### config.mk
export PLATFORM = sky130hd
export DESIGN_NAME = memq_dispatch
export DESIGN_NICKNAME = d
export VERILOG_FILES = /design/src/rtl/memq_pkg.sv /design/src/rtl/memq_pair_check.sv /design/src/rtl/memq_entry_file.sv /design/src/rtl/memq_dispatch.sv
export SDC_FILE = /design/constraint.sdc
export NUM_CORES = 1
export LEC_CHECK = 0
export BUFFER_PORTS_ARGS = -buffer_cell sky130_fd_sc_hd__buf_2
export CORE_UTILIZATION = 45
export CTS_BUF_LIST = sky130_fd_sc_hd__clkbuf_16
export CTS_CLUSTER_SIZE = 20
export DETAILED_ROUTE_END_ITERATION = 12
export SLEW_MARGIN = 20
export SYNTH_ARGS = -nofsm -noshare
export SYNTH_HDL_FRONTEND = slang
export SYNTH_SLANG_ARGS = --single-unit
### constraint.sdc
create_clock -name clk -period 12.87 [get_ports clk]
set_clock_uncertainty 0.2 [all_clocks]
set_input_delay 1.9305 -clock clk [delete_from_list [all_inputs] [get_ports clk]]
set_output_delay 1.9305 -clock clk [all_outputs]
set_load 0.05 [all_outputs]
### src/rtl/memq_pkg.sv
package memq_pkg;

  // Operation kind of one queued memory micro-op
  typedef struct packed {
    logic is_store;
    logic is_vec;
  } uop_kind_t;

endpackage

### src/rtl/memq_pair_check.sv
// Decides whether the oldest ready entry may share a dispatch cycle with
// the entry right behind it.
module memq_pair_check
  import memq_pkg::*;
(
  input  uop_kind_t older,
  input  uop_kind_t younger,
  output logic      pair_ok
);

  logic mixed_dir;
  logic load_pair_has_vec;

  always_comb begin
    // read plus write in any order and any width
    mixed_dir         = older.is_store ^ younger.is_store;
    // two reads only when not both scalar; two writes never
    load_pair_has_vec = !older.is_store && !younger.is_store &&
                        (older.is_vec || younger.is_vec);
    pair_ok           = mixed_dir || load_pair_has_vec;
  end

endmodule

### src/rtl/memq_entry_file.sv
// Per-slot state of the queue: kind, operand tag and lifecycle flags.
module memq_entry_file
  import memq_pkg::*;
#(
  parameter int DEPTH = 12,
  parameter int TAG_W = 6,
  parameter int ID_W  = 4
) (
  input  logic                       clk,
  input  logic                       rst_n,
  input  logic [1:0]                 wr_en,
  input  logic [1:0][ID_W-1:0]       wr_idx,
  input  uop_kind_t [1:0]            wr_kind,
  input  logic [1:0][TAG_W-1:0]      wr_tag,
  input  logic [1:0]                 wr_rdy,
  input  logic                       wake_valid,
  input  logic [TAG_W-1:0]           wake_tag,
  input  logic [1:0]                 iss_en,
  input  logic [1:0][ID_W-1:0]       iss_idx,
  input  logic [1:0]                 cmp_en,
  input  logic [1:0][ID_W-1:0]       cmp_idx,
  input  logic [1:0]                 ret_en,
  input  logic [1:0][ID_W-1:0]       ret_idx,
  output logic [DEPTH-1:0]           rdy_o,
  output logic [DEPTH-1:0]           done_o,
  output uop_kind_t [DEPTH-1:0]      kind_o
);

  for (genvar e = 0; e < DEPTH; e++) begin : g_slot
    localparam logic [ID_W-1:0] SLOT = ID_W'(e);

    logic            busy_q, rdy_q, iss_q, done_q;
    uop_kind_t       kind_q;
    logic [TAG_W-1:0] tag_q;
    logic            hit_w0, hit_w1, hit_ret, hit_iss, hit_cmp;

    always_comb begin
      hit_w0  = wr_en[0]  && (wr_idx[0]  == SLOT);
      hit_w1  = wr_en[1]  && (wr_idx[1]  == SLOT);
      hit_ret = (ret_en[0] && (ret_idx[0] == SLOT)) ||
                (ret_en[1] && (ret_idx[1] == SLOT));
      hit_iss = (iss_en[0] && (iss_idx[0] == SLOT)) ||
                (iss_en[1] && (iss_idx[1] == SLOT));
      hit_cmp = (cmp_en[0] && (cmp_idx[0] == SLOT)) ||
                (cmp_en[1] && (cmp_idx[1] == SLOT));
    end

    always_ff @(posedge clk) begin
      if (!rst_n) begin
        busy_q <= 1'b0;
        rdy_q  <= 1'b0;
        iss_q  <= 1'b0;
        done_q <= 1'b0;
        kind_q <= '0;
        tag_q  <= '0;
      end else if (hit_w0 || hit_w1) begin
        busy_q <= 1'b1;
        rdy_q  <= hit_w0 ? wr_rdy[0]  : wr_rdy[1];
        kind_q <= hit_w0 ? wr_kind[0] : wr_kind[1];
        tag_q  <= hit_w0 ? wr_tag[0]  : wr_tag[1];
        iss_q  <= 1'b0;
        done_q <= 1'b0;
      end else if (hit_ret) begin
        busy_q <= 1'b0;
        rdy_q  <= 1'b0;
        iss_q  <= 1'b0;
        done_q <= 1'b0;
      end else begin
        if (busy_q && wake_valid && (tag_q == wake_tag)) rdy_q <= 1'b1;
        if (hit_iss)           iss_q  <= 1'b1;
        if (hit_cmp && iss_q)  done_q <= 1'b1;
      end
    end

    assign rdy_o[e]  = busy_q && rdy_q;
    assign done_o[e] = done_q;
    assign kind_o[e] = kind_q;
  end

endmodule

### src/rtl/memq_dispatch.sv
// Twelve-slot shared memory micro-op queue with in-order dual dispatch.
module memq_dispatch
  import memq_pkg::*;
#(
  parameter  int DEPTH = 12,
  parameter  int TAG_W = 6,
  localparam int ID_W  = $clog2(DEPTH),
  localparam int CNT_W = $clog2(DEPTH + 1)
) (
  input  logic                  clk,
  input  logic                  rst_n,
  input  logic [1:0]            alloc_valid,
  output logic                  alloc_ready,
  input  logic [1:0]            alloc_is_store,
  input  logic [1:0]            alloc_is_vec,
  input  logic [1:0][TAG_W-1:0] alloc_src_tag,
  input  logic [1:0]            alloc_src_rdy,
  input  logic                  wake_valid,
  input  logic [TAG_W-1:0]      wake_tag,
  output logic [1:0]            disp_valid,
  output logic [1:0]            disp_is_store,
  output logic [1:0]            disp_is_vec,
  output logic [1:0][ID_W-1:0]  disp_id,
  input  logic [1:0]            cmpl_valid,
  input  logic [1:0][ID_W-1:0]  cmpl_id
);

  function automatic logic [ID_W-1:0] step_id(input logic [ID_W-1:0] p);
    return (p == ID_W'(DEPTH - 1)) ? '0 : p + 1'b1;
  endfunction

  // oldest live slot, next slot to dispatch, next slot to allocate
  logic [ID_W-1:0]  head_q, nxt_q, tail_q;
  logic [CNT_W-1:0] occ_q, pend_q;

  logic [CNT_W-1:0] need, free_cnt, n_alloc, n_disp, n_ret, n_issued;
  logic [1:0]             wr_en, wr_rdy, ret_en;
  logic [1:0][ID_W-1:0]   wr_idx, ret_idx;
  uop_kind_t [1:0]        wr_kind;
  logic [DEPTH-1:0]       rdy_v, done_v;
  uop_kind_t [DEPTH-1:0]  kind_v;
  logic [ID_W-1:0]        nxt1, head1;
  logic                   pair_ok, d0, d1, r0, r1;

  // ---------------- allocation side
  always_comb begin
    need        = CNT_W'(alloc_valid[0]) + CNT_W'(alloc_valid[1]);
    free_cnt    = CNT_W'(DEPTH) - occ_q;
    alloc_ready = (free_cnt >= need);
    n_alloc     = alloc_ready ? need : '0;
    wr_en       = alloc_ready ? alloc_valid : 2'b00;
    wr_idx[0]   = tail_q;
    wr_idx[1]   = alloc_valid[0] ? step_id(tail_q) : tail_q;
    for (int k = 0; k < 2; k++) begin
      wr_kind[k].is_store = alloc_is_store[k];
      wr_kind[k].is_vec   = alloc_is_vec[k];
      wr_rdy[k] = alloc_src_rdy[k] ||
                  (wake_valid && (alloc_src_tag[k] == wake_tag));
    end
  end

  // ---------------- in-order dispatch
  assign nxt1 = step_id(nxt_q);

  memq_pair_check u_pair (
    .older   (kind_v[nxt_q]),
    .younger (kind_v[nxt1]),
    .pair_ok (pair_ok)
  );

  always_comb begin
    d0     = (pend_q != '0) && rdy_v[nxt_q];
    d1     = d0 && (pend_q >= CNT_W'(2)) && rdy_v[nxt1] && pair_ok;
    n_disp = CNT_W'(d0) + CNT_W'(d1);
    disp_valid       = {d1, d0};
    disp_id[0]       = nxt_q;
    disp_id[1]       = nxt1;
    disp_is_store[0] = kind_v[nxt_q].is_store;
    disp_is_store[1] = kind_v[nxt1].is_store;
    disp_is_vec[0]   = kind_v[nxt_q].is_vec;
    disp_is_vec[1]   = kind_v[nxt1].is_vec;
  end

  // ---------------- age-ordered release
  assign head1 = step_id(head_q);

  always_comb begin
    n_issued   = occ_q - pend_q;
    r0         = (n_issued != '0) && done_v[head_q];
    r1         = r0 && (n_issued >= CNT_W'(2)) && done_v[head1];
    n_ret      = CNT_W'(r0) + CNT_W'(r1);
    ret_en     = {r1, r0};
    ret_idx[0] = head_q;
    ret_idx[1] = head1;
  end

  memq_entry_file #(
    .DEPTH (DEPTH),
    .TAG_W (TAG_W),
    .ID_W  (ID_W)
  ) u_entries (
    .clk        (clk),
    .rst_n      (rst_n),
    .wr_en      (wr_en),
    .wr_idx     (wr_idx),
    .wr_kind    (wr_kind),
    .wr_tag     (alloc_src_tag),
    .wr_rdy     (wr_rdy),
    .wake_valid (wake_valid),
    .wake_tag   (wake_tag),
    .iss_en     ({d1, d0}),
    .iss_idx    ({nxt1, nxt_q}),
    .cmp_en     (cmpl_valid),
    .cmp_idx    (cmpl_id),
    .ret_en     (ret_en),
    .ret_idx    (ret_idx),
    .rdy_o      (rdy_v),
    .done_o     (done_v),
    .kind_o     (kind_v)
  );

  // ---------------- pointer and count registers
  always_ff @(posedge clk) begin
    if (!rst_n) begin
      head_q <= '0;
      nxt_q  <= '0;
      tail_q <= '0;
      occ_q  <= '0;
      pend_q <= '0;
    end else begin
      if (n_alloc == CNT_W'(2))      tail_q <= step_id(step_id(tail_q));
      else if (n_alloc == CNT_W'(1)) tail_q <= step_id(tail_q);
      if (d1)      nxt_q <= step_id(nxt1);
      else if (d0) nxt_q <= nxt1;
      if (r1)      head_q <= step_id(head1);
      else if (r0) head_q <= head1;
      occ_q  <= occ_q + n_alloc - n_ret;
      pend_q <= pend_q + n_alloc - n_disp;
    end
  end

endmodule

==> out/results.ini, run 1 <==
[hold_path]
min_delay_path_depth = 2
hp-class = flop to flop
min_from = u_entries.g_slot[9].busy_q
min_to = u_entries.g_slot[9].busy_q

[clock_tree]
cts.clk_slew.worst_paths_ps = 70
cts_max_level = 4
root_buffer = clkbuf_16
cts_made_buffers = 17
cts_tree = built
cts.sinks = 164
clk_latency_ps = 440
cts_buffer_depth = 2
post_cts_buffers = 0
holdBufCountCts = 0
cts_resized = 0

[cells_and_area]
drive_gt1_share_pct = 11.5
final_nets = 1293
n_antenna_cell = 0
fin_util_pct = 50.7
area_growth_pct = 9.24
fin_area_sq_mm = 0.0116

[flow_run]
drv_cap = 0

[route]
wirelength_microns = 34400
wire_per_inst_microns = 22.3
first_pass_iters = 5
drc = 0
drt_iter0_markers = 694
avgViaCountPerCell = 6.09
vias = 9385
drtAntennaViolNets = 0

[setup_path]
crit_fanout = 23
r2r_end = pend_q[2]
r2r_start = nxt_q[1]
end_kind = primary output
regToRegSetupSlack_ps = 6200
ff2ff_path_depth = 21
cp-start-kind = flop
crit_type = flop to primary output
crit_arrival_ps = 5300
cp.required_ps = 10740

[floorplan]
dieWidth_microns = 156
core_sq_mm = 0.0229
die_h_microns = 156
fp-row-count = 55
dieArea_sq_mm = 0.0242
ios = 54
start_util_pct = 46.4

[logic_synthesis]
synthCells = 1224
syn_avg_cell_area_sq_um = 8.68
synth_largest_area_cell = dfxtp_1
yosysTopAreaCellShare_pct = 30.9
synth.most_common_cell = dfxtp_1
synth_edf_count = 0
synthTopCellsByCount = dfxtp_1, mux2i_1, nand2_1, o21ai_0
ys_ff_latch = 164
ys_seq_area_share_pct = 30.9
synth.distinct_cells = 77
synth_area_leaders = dfxtp_1, mux2i_1, xnor2_1
yosys_warnings = 0
syn_area_sq_mm = 0.0106
async_reset_ff_share_pct = 0
synth_ff_type = dfxtp_1
syn_nets = 1302

[timing]
period_share_pct = 57.7
fin_crit_ps = 7430
hold_viol_final = 0
max_freq_mhz = 135
rsz0062_at_grt = no
final-setup-viol-count = 0
drv_slew = 0
worst_pin_slew_ps = 935
setup_slack_ps = 5440
fin_tns_setup_ps = 0
slew-limit-headroom_pct = 37.2

[global_routing]
grt_pass1_wl_microns = 52500
antenna_found_initial = 0
first_global_vias = 8769
grt_max_degree = 38
global_route.overflow_total = 0
grt_usage_pct = 28.8

[power]
p_leak_nw = 4.57
ir_drop_mv = 0.0934
power_mw = 1.70
power.density_mw_per_mm2 = 146

[placement]
gp_congestion = 0.912
dp_hpwl_microns = 24200
place_area_sq_mm = 0.0110
port_buffers = 53
place_ws_ps = 6030

[outcome]
status = finished clean

-- cell families after synthesis --
family                   Yosys count  synth area share, %
AND/OR/NAND/NOR                  332                 15.4
flip-flops                       164                 30.9
adder cells (fa/ha/maj)           39                 4.94
buffers and inverters            135                 5.27
AO/OA/AOI/OAI                    318                 20.3
multiplexers                     139                 15.2
XOR/XNOR                          97                 7.99
-- cell usage in the layout (no fill, tap or decap), types with 44 or more instances in the layout --
cell type | synthesis | final
o21ai_0 | 86 | 86
dfxtp_1 | 164 | 164
mux2i_1 | 116 | 116
a21oi_1 | 52 | 52
nor2_1 | 58 | 58
buf_2 | 16 | 53
inv_1 | 44 | 44
nand2_1 | 112 | 112
nand3_1 | 46 | 46
xnor2_1 | 56 | 56
-- critical path, cell delays in order (launching register included) --
cell      delay, ps
dfxtp_1         810
inv_1           310
ha_1            880
inv_1           310
mux4_2          290
mux2i_1          60
o21a_1          190
ha_1            320
o21ai_0          90
a41o_1          230
a211oi_1        220
o311a_1         730
buf_2           390
-- report_power, final --
| group | internal (mW) | switching [mW] |
|---|---|---|
| clock | 0.264 | 0.262 |
| sequential | 0.567 | 0.0697 |
| combinational | 0.206 | 0.327 |
| total | 1.04 | 0.659 |
-- per-stage QoR --
step                      hold WS, ps  cells
after floorplan                   236   1224
after global placement            255   1508
after detailed placement          261   1508
after CTS                         277   1540
after global routing              291   1541
final                             274   1541
-- cell type report --
type / count / area (sq um)
inverter: 45 / 169
fill: 2242 / 11300
tap: 313 / 392
multi-input combinational: 925 / 6830
clock buffer: 17 / 425
sequential: 164 / 3280
timing repair buffer: 62 / 337
clock inverter: 15 / 180
-- registers in the layout (all words and copies together), names as in the netlist --
register / cells
occ_q: 4
pend_q: 4
u_entries.g_slot.iss_q: 12
u_entries.g_slot.busy_q: 12
u_entries.g_slot.rdy_q: 12
head_q: 4
nxt_q: 4
tail_q: 4
u_entries.kind_o: 24
u_entries.g_slot.tag_q: 72
u_entries.g_slot.done_q: 12
-- worst max path at each step --
| stage | depth (start not counted) | start | to | slack, ps |
|---|---|---|---|---|
| 4_1_cts | 12 | nxt_q[1] | disp_valid[1] | 5530 |
| 3_5_place_dp | 12 | nxt_q[1] | disp_valid[1] | 6030 |
| 3_3_place_gp | 12 | nxt_q[1] | disp_valid[1] | 6150 |
| 5_1_grt | 12 | nxt_q[1] | disp_valid[1] | 5190 |
| 6_report | 12 | nxt_q[1] | disp_valid[1] | 5440 |
| 2_1_floorplan | 16 | nxt_q[0] | disp_valid[1] | 6280 |
-- routing by layer --
| metal | GRT usage, % | share of wire, % |
|---|---|---|
| met1 | 37.3 | 45 |
| met5 | 0 | 0 |
| met4 | 11.6 | 3.3 |
| met2 | 48.0 | 47 |
| met3 | 4.28 | 5.3 |
No activity file was read; power rests on OpenSTA's default activity.
==> inputs of run 2 (changes only) <==
--- a/config.mk
+++ b/config.mk
@@ -5,6 +5,7 @@
 export SDC_FILE = /design/constraint.sdc
 export NUM_CORES = 1
 export LEC_CHECK = 0
+export ABC_AREA = 1
 export BUFFER_PORTS_ARGS = -buffer_cell sky130_fd_sc_hd__buf_2
 export CORE_UTILIZATION = 45
 export CTS_BUF_LIST = sky130_fd_sc_hd__clkbuf_16
==> constraint.sdc (replaced) <==
create_clock -name clk -period 6.8 [get_ports clk]
set_clock_uncertainty 0.2 [all_clocks]
set_input_delay 1.02 -clock clk [delete_from_list [all_inputs] [get_ports clk]]
set_output_delay 1.02 -clock clk [all_outputs]
set_load 0.05 [all_outputs]
==> out/results.ini, run 2 <==
[flow_run]
drv_cap = 0

[setup_path]
cp.required_ps = 6910
ff2ff_path_depth = 24
cp-start-kind = flop
crit_fanout = 20
r2r_start = nxt_q[0]
regToRegSetupSlack_ps = 1180
crit_arrival_ps = 5720
r2r_end = pend_q[2]
crit_path_start = nxt_q[0]
crit_type = flop to flop
end_kind = flop
crit_end = pend_q[2]

[clock_tree]
post_cts_buffers = 0
clk_latency_ps = 440
cts.sinks = 164
cts_tree = built
cts_buffer_depth = 2
holdBufCountCts = 0
cts_resized = 0
cts_made_buffers = 17
cts_max_level = 4
root_buffer = clkbuf_16
cts.clk_slew.worst_paths_ps = 70

[timing]
period_share_pct = 82.6
final-setup-viol-count = 0
slew-limit-headroom_pct = 31.1
worst_pin_slew_ps = 1010
drv_slew = 0
hold_viol_final = 0
fin_tns_setup_ps = 0
fin_crit_ps = 5620
max_freq_mhz = 178
rsz0062_at_grt = no
hold_ws_ps = 282

[route]
drt_iter0_markers = 1251
wirelength_microns = 39500
vias = 11200
avgViaCountPerCell = 5.83
wire_per_inst_microns = 20.5
first_pass_iters = 6
drtAntennaViolNets = 0
drc = 0

[power]
pwr-share-clk_pct = 25.1
p_comb_share_pct = 46.1
p_leak_nw = 5.08
switching_power_mw = 1.98
seqPwrFrac_pct = 28.8
p_int_mw = 2.35
switching_share_pct = 45.7
ir_drop_mv = 0.365
power.density_mw_per_mm2 = 363

[logic_synthesis]
syn_avg_cell_area_sq_um = 6.86
synth.distinct_cells = 54
yosys_warnings = 0
synth_area_leaders = dfxtp_1, nand2_1, inv_1
synthTopCellsByCount = nand2_1, inv_1, dfxtp_1, o21ai_0, nand3_1
synth_largest_area_cell = dfxtp_1
synth_ff_type = dfxtp_1
synth_edf_count = 0
synth.most_common_cell = nand2_1
syn_area_sq_mm = 0.0109
ys_ff_latch = 164
async_reset_ff_share_pct = 0
yosysTopAreaCellShare_pct = 30.1
ys_seq_area_share_pct = 30.1
synthCells = 1593
syn_nets = 1671

[floorplan]
die_h_microns = 158
start_util_pct = 46.2
fp-row-count = 56
core_sq_mm = 0.0236
dieArea_sq_mm = 0.0249
ios = 54
dieWidth_microns = 158

[outcome]
status = finished clean

[cells_and_area]
largest_register_ffs = 72
regMostFlops = u_entries.g_slot.tag_q
fin_cells = 1929
area_growth_pct = 9.14
fill_cells = 2472
final_common_cell = nand2_1
drive_gt1_share_pct = 14.5
n_antenna_cell = 0
most-common-layout-cells = nand2_1, inv_1, dfxtp_1
final_nets = 1677

[global_routing]
grt_max_degree = 32
antenna_found_initial = 0
first_global_vias = 9928
grt_pass1_wl_microns = 59400
grt_usage_pct = 32.2
global_route.overflow_total = 0

[placement]
dp_hpwl_microns = 29000
port_buffers = 53
gp_congestion = 1.05
placedCellCount = 1899

[hold_path]
min_delay_path_depth = 2
hp-class = flop to flop

[run 2: power groups by stage]
stage          clock network, mW  registers [mW]  logic, mW
6_report                    1.09            1.25       2.00
5_1_grt                     1.13            1.27       2.21
4_1_cts                     1.09            1.24       1.97
3_3_place_gp                   0            1.26       1.94
2_1_floorplan                  0            1.24       1.53
3_5_place_dp                   0            1.26       1.96
[run 2: area by class of cell]
cell class | instances | area, sq um | share of cell area [%]
Multi-Input combinational cell | 1139 | 6470 | 54.3
Clock buffer | 17 | 425 | 3.57
Tap cell | 319 | 399 | 3.35
Timing Repair Buffer | 59 | 310 | 2.60
Sequential cell | 164 | 3280 | 27.5
Inverter | 218 | 818 | 6.87
Clock inverter | 13 | 208 | 1.74
[run 2: through the flow]
stage	instance area (sq um)	power (mW)	setup WS [ps]	util, %
finish	11900	4.33	1180	50.5
global route	11900	4.60	822	50.5
CTS	11900	4.31	1280	50.5
detailed placement	11300	3.23	1290	47.8
global placement	11300	3.20	1480	47.8
floorplan	10900	2.77	1180	-
[run 2: critical path, cell delays in order (launching register included)]
cell and delay, ps:
dfxtp_1 710, inv_2 300, ha_1 630, inv_1 300, a21oi_1 180, o21ai_0 90
o21ai_0 110, nand2_1 70, nand3_1 100, inv_1 50, ha_1 260, inv_1 30
nand2_1 350, nand2_2 190, nand2_1 160, inv_1 100, ha_1 280, inv_1 50
fa_1 440, inv_1 60, ha_1 130, inv_1 60, fa_1 370, xor2_1 170
nor2_1 50
[run 2: cell families (layout without fill, tap and decap cells)]
logic type | Yosys count | after routing | synth area share, %
AO/OA/AOI/OAI | 421 | 421 | 22.9
XOR/XNOR | 34 | 34 | 2.73
adder cells (fa/ha/maj) | 39 | 39 | 4.81
buffers and inverters | 290 | 307 | 10.7
flip-flops | 164 | 164 | 30.1
multiplexers | 12 | 12 | 1.10
AND/OR/NAND/NOR | 633 | 633 | 27.7
[run 2: worst min path at each step]
stage | end | slack (ps) | from
final | u_entries.g_slot[4].busy_q | 280 | u_entries.g_slot[4].busy_q
after detailed placement | u_entries.g_slot[4].tag_q[1] | 270 | u_entries.g_slot[4].tag_q[1]
after floorplan | u_entries.g_slot[4].tag_q[1] | 250 | u_entries.g_slot[4].tag_q[1]
after global placement | u_entries.g_slot[4].tag_q[4] | 260 | u_entries.g_slot[4].tag_q[4]
after CTS | u_entries.g_slot[4].busy_q | 280 | u_entries.g_slot[4].busy_q
after global routing | u_entries.g_slot[4].tag_q[1] | 300 | u_entries.g_slot[4].tag_q[1]
[run 2: routing by layer]
layer,wire length [microns],GRT usage (%),vias to the layer above
li1,-,-,5403
met3,3600,4.65,89
met1,17100,43.7,5185
met5,0,0,-
met4,1530,14.1,0
met2,17300,50.5,560
==> inputs of run 3 (changes only) <==
==> constraint.sdc (replaced) <==
create_clock -name clk -period 4.95 [get_ports clk]
set_clock_uncertainty 0.2 [all_clocks]
set_input_delay 0.7425 -clock clk [delete_from_list [all_inputs] [get_ports clk]]
set_output_delay 0.7425 -clock clk [all_outputs]
set_load 0.05 [all_outputs]
==> out/results.ini, run 3 (synthesis gave the netlist of run 2 again) <==
[outcome]
status = finished clean

[power]
power.density_mw_per_mm2 = 503
p_leak_nw = 5.18
ir_drop_mv = 0.340

[cells_and_area]
n_antenna_cell = 0
largest_register_ffs = 72
multi_input_area_sq_mm = 0.00649
seq_area_sq_mm = 0.00329
drive_gt1_share_pct = 15.6
most-common-layout-cells = nand2_1, inv_1, dfxtp_1
final_nets = 1692
fill_cells = 2469
area_growth_pct = 10.4
regMostFlops = u_entries.g_slot.tag_q
final_common_cell = nand2_1

[floorplan]
dieWidth_microns = 158
die_h_microns = 158
core_sq_mm = 0.0236
start_util_pct = 46.2
fp-row-count = 56
ios = 54
dieArea_sq_mm = 0.0249

[timing]
fin_crit_ps = 4600
fin_tns_setup_ps = 0
drv_slew = 0
hold_viol_final = 0
hold_ws_ps = 279
period_share_pct = 92.9
slew-limit-headroom_pct = 37.2
final-setup-viol-count = 0
worst_pin_slew_ps = 938
max_freq_mhz = 217
rsz0062_at_grt = no

[global_routing]
antenna_found_initial = 0
grt_usage_pct = 32.8
global_route.overflow_total = 0
grt_pass1_wl_microns = 60800
grt_max_degree = 29
first_global_vias = 10400

[route]
avgViaCountPerCell = 5.77
vias = 11200
wire_per_inst_microns = 20.3
first_pass_iters = 6
drt_iter0_markers = 1168
drc = 0
wirelength_microns = 39600
drtAntennaViolNets = 0

[clock_tree]
cts_made_buffers = 17
cts.clk_slew.worst_paths_ps = 70
post_cts_buffers = 0
cts.sinks = 164
cts_buffer_depth = 2
holdBufCountCts = 0
clk_latency_ps = 440
root_buffer = clkbuf_16
cts_resized = 0
cts_max_level = 4
cts_tree = built

[placement]
gp_congestion = 0.938
port_buffers = 53
dp_hpwl_microns = 29600

[setup_path]
cp.required_ps = 5050
ff2ff_path_depth = 24
crit_type = flop to flop
cp-start-kind = flop
end_kind = flop
crit_fanout = 13
crit_arrival_ps = 4700

[flow_run]
drv_cap = 0

[hold_path]
min_delay_path_depth = 2
hp-class = flop to flop

-- run 3: changes by cell type in the layout (fill, tap and decap cells not counted), moves of 2 or more --
cell | previous run | this run
buf_4 | 6 | 21
clkinv_2 | 1 | 4
clkinvlp_4 | 3 | 1
dfxtp_1 | 164 | 162
-- run 3: path summary, 6_finish.rpt --
kind | to | slack, ps | from
setup / recovery | pend_q[2] | 350 | nxt_q[1]
hold / removal | u_entries.g_slot[4].tag_q[1] | 280 | u_entries.g_slot[4].tag_q[1]
setup reg to reg | pend_q[2] | 350 | nxt_q[1]
hold reg to reg | u_entries.g_slot[4].tag_q[1] | 280 | u_entries.g_slot[4].tag_q[1]
-- run 3: metrics by stage --
step	instances	utilization [%]	worst slack, ps	total power, mW	instance area [sq um]
after global routing	1945	51.0	41.2	6.46	12100
after global placement	1914	48.4	517	4.53	11400
after CTS	1945	51.0	372	6.04	12100
final	1945	51.0	351	6.06	12100
after floorplan	1593	-	74.8	3.83	10900
after detailed placement	1914	48.4	406	4.56	11400
-- run 3: metal layers --
| metal | up-vias | GRT usage (%) | routed length, microns |
|---|---|---|---|
| met2 | 508 | 51.9 | 17500 |
| met3 | 87 | 5.20 | 3110 |
| met5 | - | 0 | 0 |
| li1 | 5425 | - | - |
| met1 | 5198 | 44.1 | 17400 |
| met4 | 0 | 13.5 | 1540 |
-- run 3: report_power, final --
| part | switching (mW) | internal, mW |
|---|---|---|
| Clock | 0.597 | 0.892 |
| Combinational | 1.95 | 0.903 |
| Sequential | 0.199 | 1.52 |
-- run 3: critical path: stages (launching register included) --
cell and delay, ps:
dfxtp_2 480, inv_1 220, ha_4 390, inv_1 200
a21oi_1 200, o21ai_0 110, nand2_1 80, nand2_1 80
nand3_2 90, inv_1 40, ha_1 260, inv_1 40
nand2_1 120, nand2_2 120, nand2_1 120, inv_1 90
ha_1 280, inv_1 50, fa_1 430, inv_1 60
ha_1 130, inv_1 70, fa_1 370, xor2_1 160
nor2_1 50
-- run 3: final cells by class --
type	instances	area share [%]
Multi-Input combinational cell	1139	53.9
Sequential cell	164	27.3
Inverter	218	6.79
Clock buffer	17	3.53
Timing Repair Buffer	74	3.51
Tap cell	319	3.31
Clock inverter	14	1.72
